--- config.mk ---
export PLATFORM = sky130hd
export DESIGN_NAME = tlbp_predictor
export DESIGN_NICKNAME = d
export VERILOG_FILES = /design/src/rtl/tlbp_pkg.sv /design/src/rtl/tlbp_index.sv /design/src/rtl/tlbp_next.sv /design/src/rtl/tlbp_history.sv /design/src/rtl/tlbp_table.sv /design/src/rtl/tlbp_predictor.sv
export SDC_FILE = /design/constraint.sdc
export NUM_CORES = 1
export LEC_CHECK = 0
export BUFFER_PORTS_ARGS = -buffer_cell sky130_fd_sc_hd__buf_2
export CAP_MARGIN = 10
export CORE_UTILIZATION = 68
export DETAILED_ROUTE_END_ITERATION = 7
export PLACE_DENSITY_LB_ADDON = 0.2
export RECOVER_POWER = 50
export SETUP_SLACK_MARGIN = 0.05
export SYNTH_ARGS = -nofsm -noshare
export SYNTH_HDL_FRONTEND = slang
export SYNTH_HIERARCHICAL = 1
export SYNTH_SLANG_ARGS = --single-unit
--- constraint.sdc ---
create_clock -name clk -period 5.1 [get_ports clk]
set_input_delay 0.255 -clock clk [delete_from_list [all_inputs] [get_ports clk]]
set_output_delay 0.255 -clock clk [all_outputs]
set_load 0.1 [all_outputs]
--- src/rtl/tlbp_pkg.sv ---
package tlbp_pkg;

  // One predictor entry: guessed direction plus "last guess was wrong" flag.
  typedef struct packed {
    logic dir;    // 1 = predict taken
    logic wrong;  // 1 = previous guess for this entry missed
  } ent_t;

  localparam ent_t ENT_RESET = '{dir: 1'b0, wrong: 1'b0};

endpackage

--- src/rtl/tlbp_index.sv ---
module tlbp_index #(
  parameter int unsigned PC_W   = 32,
  parameter int unsigned IDX_W  = 6,
  parameter int unsigned HIST_W = 2
) (
  input  logic [PC_W-1:0]         pc,
  input  logic [HIST_W-1:0]       hist,
  output logic [IDX_W+HIST_W-1:0] idx
);
  localparam int unsigned LO = 2;
  localparam int unsigned HI = IDX_W + LO - 1;

  // History picks the bank, word-aligned address bits pick the row.
  assign idx = {hist, pc[HI:LO]};

  logic unused_pc_bits;
  assign unused_pc_bits = ^{pc[LO-1:0], pc[PC_W-1:HI+1]};
endmodule

--- src/rtl/tlbp_next.sv ---
module tlbp_next
  import tlbp_pkg::*;
(
  input  ent_t cur,
  input  logic taken,
  output ent_t nxt
);
  logic miss;
  assign miss = (cur.dir != taken);

  always_comb begin
    nxt = cur;
    if (!miss) begin
      nxt.wrong = 1'b0;
    end else if (!cur.wrong) begin
      nxt.wrong = 1'b1;
    end else begin
      nxt.dir   = taken;
      nxt.wrong = 1'b0;
    end
  end
endmodule

--- src/rtl/tlbp_history.sv ---
module tlbp_history #(
  parameter int unsigned HIST_W = 2
) (
  input  logic              clk,
  input  logic              rst_n,
  input  logic              shift_en,
  input  logic              outcome,
  output logic [HIST_W-1:0] hist
);
  logic [HIST_W-1:0] hist_q;

  always_ff @(posedge clk or negedge rst_n) begin
    if (!rst_n)        hist_q <= '0;
    else if (shift_en) hist_q <= {hist_q[HIST_W-2:0], outcome};
  end

  assign hist = hist_q;

  AST_HIST_SHIFT: assert property (@(posedge clk) disable iff (!rst_n)
    shift_en |=> (hist_q[0] == $past(outcome)) && (hist_q[HIST_W-1:1] == $past(hist_q[HIST_W-2:0])));
  AST_HIST_HOLD: assert property (@(posedge clk) disable iff (!rst_n)
    !shift_en |=> $stable(hist_q));
endmodule

--- src/rtl/tlbp_table.sv ---
module tlbp_table
  import tlbp_pkg::*;
#(
  parameter int unsigned ADDR_W = 8
) (
  input  logic              clk,
  input  logic              rst_n,
  input  logic [ADDR_W-1:0] rd_a_idx,
  output ent_t              rd_a_ent,
  input  logic [ADDR_W-1:0] rd_b_idx,
  output ent_t              rd_b_ent,
  input  logic              wr_en,
  input  logic [ADDR_W-1:0] wr_idx,
  input  ent_t              wr_ent
);
  localparam int unsigned DEPTH = 1 << ADDR_W;

  ent_t ent_q [DEPTH];

  always_ff @(posedge clk or negedge rst_n) begin
    if (!rst_n) begin
      for (int i = 0; i < DEPTH; i++) ent_q[i] <= ENT_RESET;
    end else if (wr_en) begin
      ent_q[wr_idx] <= wr_ent;
    end
  end

  assign rd_a_ent = ent_q[rd_a_idx];
  assign rd_b_ent = ent_q[rd_b_idx];

  AST_WRITE_LANDS: assert property (@(posedge clk) disable iff (!rst_n)
    wr_en |=> (ent_q[$past(wr_idx)] == $past(wr_ent)));
endmodule

--- src/rtl/tlbp_predictor.sv ---
module tlbp_predictor
  import tlbp_pkg::*;
#(
  parameter int unsigned PC_W   = 32,
  parameter int unsigned IDX_W  = 6,
  parameter int unsigned HIST_W = 2
) (
  input  logic              clk,
  input  logic              rst_n,
  input  logic [PC_W-1:0]   lk_pc,
  output logic              lk_taken,
  output logic [HIST_W-1:0] lk_hist,
  input  logic              up_valid,
  output logic              up_ready,
  input  logic [PC_W-1:0]   up_pc,
  input  logic [HIST_W-1:0] up_hist,
  input  logic              up_taken
);
  localparam int unsigned ADDR_W = IDX_W + HIST_W;

  logic              rdy_q;
  logic              up_fire;
  logic [HIST_W-1:0] cur_hist;
  logic [ADDR_W-1:0] lk_idx;
  logic [ADDR_W-1:0] up_idx;
  ent_t              lk_ent;
  ent_t              up_cur;
  ent_t              up_nxt;

  always_ff @(posedge clk or negedge rst_n) begin
    if (!rst_n) rdy_q <= 1'b0;
    else        rdy_q <= 1'b1;
  end

  assign up_ready = rdy_q;
  assign up_fire  = up_valid & rdy_q;

  tlbp_index #(.PC_W(PC_W), .IDX_W(IDX_W), .HIST_W(HIST_W)) u_lk_index (
    .pc(lk_pc), .hist(cur_hist), .idx(lk_idx)
  );

  tlbp_index #(.PC_W(PC_W), .IDX_W(IDX_W), .HIST_W(HIST_W)) u_up_index (
    .pc(up_pc), .hist(up_hist), .idx(up_idx)
  );

  tlbp_history #(.HIST_W(HIST_W)) u_hist (
    .clk(clk), .rst_n(rst_n), .shift_en(up_fire), .outcome(up_taken), .hist(cur_hist)
  );

  tlbp_table #(.ADDR_W(ADDR_W)) u_table (
    .clk(clk), .rst_n(rst_n),
    .rd_a_idx(lk_idx), .rd_a_ent(lk_ent),
    .rd_b_idx(up_idx), .rd_b_ent(up_cur),
    .wr_en(up_fire), .wr_idx(up_idx), .wr_ent(up_nxt)
  );

  tlbp_next u_next (
    .cur(up_cur), .taken(up_taken), .nxt(up_nxt)
  );

  assign lk_taken = lk_ent.dir;
  assign lk_hist  = cur_hist;

  AST_READY_STAYS: assert property (@(posedge clk) disable iff (!rst_n)
    up_ready |=> up_ready);
  AST_FIRST_MISS_KEEPS_DIR: assert property (@(posedge clk) disable iff (!rst_n)
    (up_fire && !up_cur.wrong) |-> (up_nxt.dir == up_cur.dir));
  AST_SECOND_MISS_FLIPS: assert property (@(posedge clk) disable iff (!rst_n)
    (up_fire && up_cur.wrong && (up_cur.dir != up_taken)) |-> (up_nxt.dir == up_taken && !up_nxt.wrong));
  AST_HIT_CLEARS_FLAG: assert property (@(posedge clk) disable iff (!rst_n)
    (up_fire && (up_cur.dir == up_taken)) |-> (!up_nxt.wrong && up_nxt.dir == up_taken));
  AST_IDLE_KEEPS_GUESS: assert property (@(posedge clk) disable iff (!rst_n)
    !up_fire |=> ($stable(lk_pc) -> $stable(lk_taken)));
endmodule

==> results of run 1 <==
-- worst reg2reg max path, delay by kind of cell (launching register included) --
| kind | cells | cell delay, ns |
|---|---|---|
| mux | 5 | 2.23 |
| buf+inv | 1 | 0.33 |
| flops | 1 | 0.38 |
| compound gates | 3 | 0.65 |
-- sequential cells by signal, summed over array words and instances, names as in the netlist --
register	flops
up_ready	1
u_hist/hist	2
u_table/ent_q	512
-- area by class of cell --
cell class / count / area share [%]
Antenna cell: 3 / 0.0255
Tap cell: 525 / 2.23
Sequential cell: 515 / 43.7
Timing Repair Buffer: 83 / 2.52
Clock inverter: 17 / 0.926
Inverter: 6 / 0.0765
Clock buffer: 78 / 5.31
Multi-Input combinational cell: 1368 / 45.2
-- layer usage --
layer	up-vias	routed length, um
met4	0	3760
met2	955	34200
met3	246	7120
met1	9517	28600
met5	-	0
li1	7567	-
-- worst max-delay path by stage --
stage,from,end,slack (ns),cells past startpoint
3_3_place_gp,up_pc[2],u_table/ent_q[106],0.89,14
4_1_cts,lk_pc[3],lk_taken,1.40,8
2_1_floorplan,up_pc[2],u_table/ent_q[481],1.84,15
6_report,lk_pc[5],lk_taken,1.31,10
3_5_place_dp,up_pc[2],u_table/ent_q[488],0.85,14
5_1_grt,up_pc[2],u_table/ent_q[488],1.21,14
-- power by group through the flow --
| stage | logic [W] | clock network (W) | registers, W |
|---|---|---|---|
| 2_1_floorplan | 0.000621 | 0 | 0.00433 |
| 3_3_place_gp | 0.000933 | 0 | 0.00433 |
| 3_5_place_dp | 0.000953 | 0 | 0.00434 |
| 4_1_cts | 0.000959 | 0.00416 | 0.00427 |
| 5_1_grt | 0.00102 | 0.00430 | 0.00428 |
| 6_report | 0.000971 | 0.00410 | 0.00427 |
-- per-stage QoR --
step | power, W | instances | util (%) | hold slack (ns)
3_5_place_dp | 0.00529 | 2495 | 69.6 | 0.340
5_1_grt | 0.00961 | 2593 | 74.3 | 0.493
4_1_cts | 0.00939 | 2592 | 74.3 | 0.304
3_3_place_gp | 0.00526 | 2495 | 69.6 | 0.340
6_report | 0.00934 | 2595 | 74.3 | 0.471
2_1_floorplan | 0.00495 | 2089 | - | -0.0406
==> metrics.txt, run 1 <==
status=finished with violations; violated checks=capacitance limit, slew limit; Synth Warn #=6; Final Hold Fails=0; post_cts resized=0; largest net degree at the start of global routing=~140; period utilization=between 70% and 80%; critical path endpoint category=output pin; clock sinks=515; Reg area=0.0129 mm2; die width=~200 um; crit path DAT=~3.5 ns; via count=about 18000; clock buffer depth=3; Detailed Place HPWL=between 40 and 50 mm; initial core utilization=68.8%; met3 usage in global routing=between 7 and 8%; # H-tree levels=2; hold wc startpoint=up_pc[4]; Sw Pwr=approximately 0.0024 W; Hold Path Sink=u_table/ent_q[486]; Worst EP required=about 4.9 ns; flop-to-flop setup slack=roughly 1.4 ns; post-route cell area=0.0295 mm2; # Post-CTS Setup Buffers=0; DRC Markers=0; TritonCTS Buffers=54; total iterations of the first detailed-routing run=6; number of buffers added on ports=21; Syn Nets=2159; Routability Congestion=0.927; Placed Area=roughly 0.028 mm2; Sequential Power Share=roughly 46%; RSZ-0062 raised after global routing=no; Clock Power Share=roughly 44%; CTS tree=done; CP most frequent cell=buf_2; first-pass GRT wire length=114 mm; setup_tns=0 ns; clock root buffer master=clkbuf_16; Max VDD drop=~0.00033 V; most common cell after layout, fill and taps aside=mux2_2; Clock Pin Slew Worst Setup and Hold Paths=0.06 ns; setup violators final=0; CTS Hold Bufs=2; worst slew pin tran=2.62 ns; Rows=73; WS Path Type=in2out; gr busiest metal=met2; fill count=2468; Max-slew headroom=-74.5%; CP bufs+invs=3; clk_skew=about 0.024 ns; crit path cell chain=buf_2, nand3_1, buf_4, o22ai_1, nor2_1, nand2_1, a221oi_1, o41ai_1, o311a_1, buf_2; slack of the critical path=1.31 ns; multi-input gate area in the final layout=roughly 0.013 mm2; Routed Wire Length=about 74 mm; GRT Overall Usage=approximately 37%; vias in the first global route=19000; Startpoint Class=input pin; slowest cell delay on critical path=~0.75 ns; initial antenna violation count=1; pwr dens=317 mW/mm2; share of post-route cells with drive strength above 1=between 30% and 40%; Worst Reg-to-Reg Cells=9; Slew Limit Fails=95; Hold Path Depth=4; FF-to-FF End=u_table/ent_q[53]; Mapped Cells=~2100; switch share=25.3%; pre-CTS setup slack=0.850 ns; clk_lat worst skew=~0.62 ns; fmax=between 0.2 and 0.3 GHz; CP Max Fanout=17; total grt overflow=0; Max-Cap Viols=1; Initial DRC Count=approximately 1900; Final ANT Viol Nets=0; Die Ht=between 200 and 250 um; post-synthesis cell area=0.0273 mm2; Slowest-stage cell, CP=o41ai_1; nets=roughly 2100; Tmin final=3.79 ns; vias per cell=between 7 and 8; growth of design area from synthesis to finish=7.98%; Post-Syn Area per Cell=around 13 um2; die area=between 0.04 and 0.05 mm2; GR Util met1=around 51%; Pint=approximately 0.0070 W; Crit path max-delay family=buffers and inverters; P_leak=~14 nW; leading cell types in the layout, fill and taps excluded=mux2_2 (516), dfrtp_1 (515), nor2_1 (192), mux2i_1 (160), nand2_1 (136); reg2reg start=u_table/ent_q[468]; I/O pin cnt=74; routed len/inst=about 28 um; Core ar.=roughly 0.040 mm2; grt met2 use=56.4%; Hold Crit Class=in2reg; combinational share of power=10.4%
Note: power is estimated with default switching activity, not from simulation.
==> run 2, diff against run 1 <==
- CORE_UTILIZATION: 68 -> 64
- clock period: 5.1 -> 3.9 ns (I/O delays scaled with it)
==> metrics.txt, run 2 (same netlist as run 1, synthesis figures left out) <==
flop-to-flop setup slack=0.42 ns (was 1.39 ns); Rows=75 (was 73); gr busiest metal=met2 (unchanged); total grt overflow=0 (unchanged); pwr dens=403 mW/mm2 (was 317 mW/mm2); Max VDD drop=0.000447 V (was 0.000332 V); fmax=about 0.29 GHz; Final ANT Viol Nets=0 (unchanged); DRC Markers=0 (unchanged); grt met2 use=54.2% (was 56.4%); Hold Crit Class=in2reg (unchanged); Clock Power Share=42.1% (was 43.9%); largest net degree at the start of global routing=105 (was 137); slowest cell delay on critical path=0.52 ns (was 0.75 ns); CP Max Fanout=52 (was 17); clk_skew=0.0305 ns (was 0.0241 ns); Routability Congestion=0.908 (was 0.927); share of post-route cells with drive strength above 1=40.0% (was 39.3%); Hold Path Sink=u_table/ent_q[485] (was u_table/ent_q[486]); Max-slew headroom=-71.3% (was -74.5%); GRT Overall Usage=34.9% (was 37.1%); violated checks=capacitance limit, slew limit (unchanged); Max-Cap Viols=1 (unchanged); setup violators final=0 (unchanged); Startpoint Class=flip-flop (was input pin); initial core utilization=64.9% (was 68.8%); I/O pin cnt=74 (unchanged); worst slew pin tran=2.57 ns (was 2.62 ns); Initial DRC Count=1830 (was 1905); Slew Limit Fails=93 (was 95); clock root buffer master=clkbuf_16 (unchanged); die width=208 um (was 202 um); Worst EP required=4.43 ns (was 4.85 ns); Routed Wire Length=73.5 mm (was 73.6 mm); Die Ht=208 um (was 202 um); P_leak=13.8 nW (was 13.7 nW); leading cell types in the layout, fill and taps excluded=mux2_2 (517), dfrtp_1 (515), nor2_1 (192), mux2i_1 (160), nand2_1 (136) (was mux2_2 (516), dfrtp_1 (515), nor2_1 (192), mux2i_1 (160), nand2_1 (136)); vias per cell=6.92 (was 7.05); clk_lat worst skew=0.62 ns (about the same); switch share=25.7% (was 25.3%); Slowest-stage cell, CP=mux4_2 (was o41ai_1); via count=18200 (was 18300); nets=2120 (was 2098); initial antenna violation count=0 (was 1); # Post-CTS Setup Buffers=0 (unchanged); Worst Reg-to-Reg Cells=12 (was 9); Pint=0.00886 W (was 0.00698 W); fin cells=2628 (was 2595); placed insts=2532 (was 2495); Hold Path Depth=4 (unchanged); TritonCTS Buffers=53 (was 54); multi-input gate area in the final layout=0.0133 mm2 (unchanged); clock buffer depth=3 (unchanged); routed len/inst=28.0 um (was 28.4 um); met3 usage in global routing=7.94% (was 7.64%); FF-to-FF End=u_table/ent_q[440] (was u_table/ent_q[53]); antenna fix cells=0 (was 3); CTS tree=done (unchanged); period utilization=~89%; total iterations of the first detailed-routing run=5 (was 6); critical path endpoint category=flip-flop (was output pin); Sequential Power Share=46.7% (was 45.7%); hold wc startpoint=up_pc[4] (unchanged); Core ar.=0.0420 mm2 (was 0.0396 mm2); Detailed Place HPWL=47.7 mm (was 46.8 mm); Reg area=0.0129 mm2 (unchanged); growth of design area from synthesis to finish=8.64% (was 7.98%); Sw Pwr=0.00307 W (was 0.00237 W); WS Path Type=reg2reg (was in2out); reg2reg start=u_table/ent_q[403] (was u_table/ent_q[468]); max reg flops=512 (unchanged); die area=0.0435 mm2 (was 0.0409 mm2); status=finished with violations (unchanged); RSZ-0062 raised after global routing=no (unchanged); clock sinks=515 (unchanged); vias in the first global route=19200 (was 19000); setup_tns=0 ns (unchanged); most common cell after layout, fill and taps aside=mux2_2 (unchanged); first-pass GRT wire length=115 mm (was 114 mm); GR Util met1=47.8% (was 51.3%); # H-tree levels=2 (unchanged); Tmin final=3.48 ns; Biggest register=u_table/ent_q (unchanged); fill count=2893 (was 2468); Final Hold Fails=0 (unchanged); crit path DAT=4.01 ns (was 3.53 ns); crit path cell chain=mux4_2, mux4_2, nand3_1, o21ai_0, a31oi_1, buf_4, a31oi_1, o311a_1, xnor2_1, nor2_4, buf_12, mux2_2 (was buf_2, nand3_1, buf_4, o22ai_1, nor2_1, nand2_1, a221oi_1, o41ai_1, o311a_1, buf_2); combinational share of power=11.1% (was 10.4%); number of buffers added on ports=21 (unchanged); Clock Pin Slew Worst Setup and Hold Paths=0.06 ns (about the same)
==> run 2: cell types whose count changed in the layout (fill, tap and decap cells not counted), moves of 3 or more <==
cell and delta:
diode_2 -3, buf_12 +9, clkbuf_8 +7, bufinv_16 -6, buf_4 +14
==> run 2: stage by stage <==
| stage | instance area, um2 | total power [W] | util, % | hold slack [ns] | setup WS, ns |
|---|---|---|---|---|---|
| finish | 29600 | 0.0119 | 70.5 | 0.305 | 0.416 |
| detailed placement | 27900 | 0.00698 | 66.4 | 0.300 | 0.155 |
| floorplan | 27300 | 0.00648 | - | -0.101 | 0.695 |
| global route | 29600 | 0.0123 | 70.5 | 0.317 | 0.245 |
| global placement | 27900 | 0.00695 | 66.4 | 0.288 | 0.254 |
| CTS | 29700 | 0.0120 | 70.6 | 0.159 | 0.452 |
==> run 2: how the worst max path moves through the flow <==
stage	start	slack, ns	to	cells after the start
floorplan	up_pc[2]	0.70	u_table/ent_q[481]	15
global placement	up_pc[3]	0.25	u_table/ent_q[368]	14
detailed placement	up_pc[3]	0.16	u_table/ent_q[206]	14
CTS	u_table/ent_q[265]	0.45	lk_taken	6
global route	rst_n	0.24	up_ready	3
finish	u_table/ent_q[403]	0.42	u_table/ent_q[440]	12
==> run 2: power by group through the flow <==
stage / combinational [W] / sequential (W) / clock [W]
global route: 0.00141 / 0.00559 / 0.00529
CTS: 0.00132 / 0.00557 / 0.00509
finish: 0.00133 / 0.00558 / 0.00503
floorplan: 0.000812 / 0.00567 / 0
detailed placement: 0.00131 / 0.00567 / 0
global placement: 0.00129 / 0.00566 / 0
==> run 2: what timing repair did <==
action,4_1_cts,5_1_grt
hold endpoints to repair,92,0
hold buffers,2,0
endpoints found under the setup margin,0,0
gates resized for setup,0,0
==> run 2: critical path: cells and delay by family (launching register included) <==
family	cells	cell delay (ns)
AOI/OAI and AO/OA	4	0.63
and+or+nand+nor	2	0.49
muxes	3	1.21
buffers and inverters	2	0.47
DFF	1	0.41
xor gates and xnor gates	1	0.17
==> run 2: final cells by class <==
cell class | count | area share [%]
clock inverter | 9 | 0.274
multi-input combinational | 1368 | 44.9
timing repair buffer | 106 | 3.47
inverter | 6 | 0.0760
tap | 539 | 2.28
sequential | 515 | 43.5
clock buffer | 85 | 5.53
==> run 2: metal layers <==
metal / vias to the layer above / part of all wire, %
li1: 7594 / -
met1: 9563 / 40
met2: 833 / 47
met3: 196 / 8.7
met4: 0 / 4.0
met5: - / 0
==> run 3, diff against run 2 <==
- CORE_UTILIZATION: 64 -> 68
- CTS_CLUSTER_SIZE: not set -> 16
- clock period: 3.9 -> 4.2 ns (I/O delays scaled with it)
==> metrics.txt, run 3 (same netlist as run 1, synthesis figures left out) <==
Routed Wire Length=73.4 mm (was 73.5 mm); Die Ht=202 um (was 208 um); Sequential Power Share=47.0% (was 46.7%); pwr dens=374 mW/mm2 (was 403 mW/mm2); vias per cell=6.98 (was 6.92); FF-to-FF End=u_table/ent_q[57] (was u_table/ent_q[440]); Max-slew headroom=-84.0% (was -71.3%); violated checks=capacitance limit, slew limit (unchanged); met3 usage in global routing=7.77% (was 7.94%); Tot Pwr=0.0110 W (was 0.0119 W); routed len/inst=28.2 um (was 28.0 um); nets=2109 (was 2120); Slew Limit Fails=457 (was 93); fmax=0.277 GHz (was 0.287 GHz); period utilization=86.0% (was 89.3%); Sw Pwr=0.00281 W (was 0.00307 W); leading cell types in the layout, fill and taps excluded=mux2_2 (517), dfrtp_1 (515), nor2_1 (192), mux2i_1 (160), nand2_1 (136) (unchanged); setup_tns=0 ns (unchanged); Initial DRC Count=1873 (was 1830); CTS tree=done (unchanged); Worst Reg-to-Reg Cells=9 (was 12); critical path endpoint category=flip-flop (unchanged); CP Max Fanout=72 (was 52); clock buffer depth=3 (unchanged); Tmin final=3.61 ns (was 3.48 ns); GRT Overall Usage=37.1% (was 34.9%); vias in the first global route=18800 (was 19200); initial core utilization=68.8% (was 64.9%); via count=18200 (about the same); total iterations of the first detailed-routing run=5 (unchanged); max reg flops=512 (unchanged); fill count=2534 (was 2893); post-route cell area=0.0295 mm2 (was 0.0296 mm2); reg2reg start=u_table/ent_q[458] (was u_table/ent_q[403]); die area=0.0409 mm2 (was 0.0435 mm2); WS Path Type=reg2reg (unchanged); GR Util met1=51.3% (was 47.8%); Slowest-stage cell, CP=mux4_2 (unchanged); Pint=0.00822 W (was 0.00886 W); Startpoint Class=flip-flop (unchanged); Clock Power Share=42.1% (about the same); crit path cell chain=mux4_1, mux4_2, mux2_2, a32oi_1, a31oi_1, o311a_1, mux2_8, buf_12, mux2_2 (was mux4_2, mux4_2, nand3_1, o21ai_0, a31oi_1, buf_4, a31oi_1, o311a_1, xnor2_1, nor2_4, buf_12, mux2_2); share of post-route cells with drive strength above 1=39.5% (was 40.0%); combinational share of power=10.8% (was 11.1%); Core ar.=0.0396 mm2 (was 0.0420 mm2); first-pass GRT wire length=114 mm (was 115 mm); pre-CTS setup slack=0.357 ns (was 0.155 ns); largest net degree at the start of global routing=149 (was 105); flop-to-flop setup slack=0.59 ns (was 0.42 ns); I/O pin cnt=74 (unchanged); slowest cell delay on critical path=0.54 ns (was 0.52 ns); Worst EP required=4.66 ns (was 4.43 ns); Rows=73 (was 75); clock root buffer master=clkbuf_16 (unchanged); switch share=25.5% (was 25.7%); die width=202 um (was 208 um); P_leak=13.7 nW (was 13.8 nW); # H-tree levels=2 (unchanged); CP most frequent cell=mux2_2; clock sinks=515 (unchanged); most common cell after layout, fill and taps aside=mux2_2 (unchanged); setup violators final=0 (unchanged); Final ANT Viol Nets=0 (unchanged); clk_lat worst skew=0.61 ns (was 0.62 ns); growth of design area from synthesis to finish=7.99% (was 8.64%); Hold Crit Class=in2async (was in2reg); slack of the critical path=0.588 ns (was 0.416 ns); DRC Markers=0 (unchanged); Clock Pin Slew Worst Setup and Hold Paths=0.06 ns (about the same); worst slew pin tran=2.76 ns (was 2.57 ns); grt met2 use=57.4% (was 54.2%); total grt overflow=0 (unchanged); Max VDD drop=0.000357 V (was 0.000447 V); worst hold margin=0.141 ns (was 0.305 ns); clk_skew=0.0354 ns (was 0.0305 ns); Biggest register=u_table/ent_q (unchanged); Final Hold Fails=0 (unchanged); initial antenna violation count=3 (was 0); Routability Congestion=0.918 (was 0.908); Detailed Place HPWL=47.1 mm (was 47.7 mm); gr busiest metal=met2 (unchanged); RSZ-0062 raised after global routing=no (unchanged); crit path DAT=4.08 ns (was 4.01 ns); Max-Cap Viols=6 (was 1); status=finished with violations (unchanged); TritonCTS Buffers=52 (was 53); Placed Area=0.0278 mm2 (was 0.0279 mm2); number of buffers added on ports=21 (unchanged)
[run 3: cell types whose count changed in the layout (fill, tap and decap cells not counted)]
cell / before / now
clkbuf_1: 15 / 16
buf_4: 63 / 54
diode_2: 0 / 4
clkbuf_2: 1 / 4
clkinv_2: 7 / 6
clkinv_8: 1 / 0
clkbuf_16: 54 / 53
buf_12: 21 / 16
bufinv_16: 1 / 3
clkbuf_8: 18 / 15
clkbuf_4: 1 / 0
buf_8: 0 / 1
[run 3: worst max path at each step]
stage                            start                 end  slack [ns]  cells after the start
CTS                 u_table/ent_q[458]   u_table/ent_q[57]        0.69                      9
finish              u_table/ent_q[458]   u_table/ent_q[57]        0.59                      9
global placement              up_pc[3]    u_table/ent_q[9]        0.38                     11
global route                     rst_n    u_table/ent_q[6]        0.35                      3
floorplan                     up_pc[2]  u_table/ent_q[481]        0.98                     15
detailed placement            up_pc[2]   u_table/ent_q[13]        0.36                     11
[run 3: routing by layer]
metal / wire length [um] / vias up / part of all wire [%]
li1: - / 7565 / -
met4: 3180 / 2 / 4.3
met3: 7410 / 210 / 10
met2: 34400 / 945 / 47
met1: 28400 / 9447 / 39
met5: 11 / - / 0.015
[run 3: metrics by stage]
| stage | cells | util (%) |
|---|---|---|
| after floorplan | 2089 | - |
| after global placement | 2507 | 70.1 |
| after detailed placement | 2507 | 70.1 |
| after CTS | 2599 | 74.4 |
| after global routing | 2602 | 74.3 |
| final | 2604 | 74.3 |
[run 3: layout make-up]
| cell class | instances | area, um2 | area share, % |
|---|---|---|---|
| well taps | 525 | 657 | 2.23 |
| inverters | 6 | 22.5 | 0.0764 |
| flip-flops and latches | 515 | 12900 | 43.7 |
| repair buffers | 96 | 888 | 3.02 |
| clock buffers | 81 | 1570 | 5.33 |
| multi-input cells | 1368 | 13300 | 45.2 |
| clock inverters | 9 | 120 | 0.408 |
| diodes | 4 | 10.0 | 0.0340 |
[run 3: power by group through the flow]
stage                     sequential, W  clock (W)  combinational (W)
after global routing            0.00520    0.00489            0.00126
after floorplan                 0.00526          0           0.000754
after CTS                       0.00518    0.00471            0.00119
after detailed placement        0.00527          0            0.00119
final                           0.00519    0.00465            0.00120
after global placement          0.00526          0            0.00116
[run 3: timing repair]
action / 4_1_cts / 5_1_grt
gates resized for setup: 0 / 0
hold buffers: 2 / 0
setup buffers: 0 / 0
hold endpoints to repair: 65 / 0
[run 3: critical path: cells and delay by family (launching register included)]
| kind | cells | cell delay, ns |
|---|---|---|
| muxes | 5 | 2.17 |
| AOI/OAI and AO/OA | 3 | 0.62 |
| DFF | 1 | 0.38 |
| buffers and inverters | 1 | 0.25 |
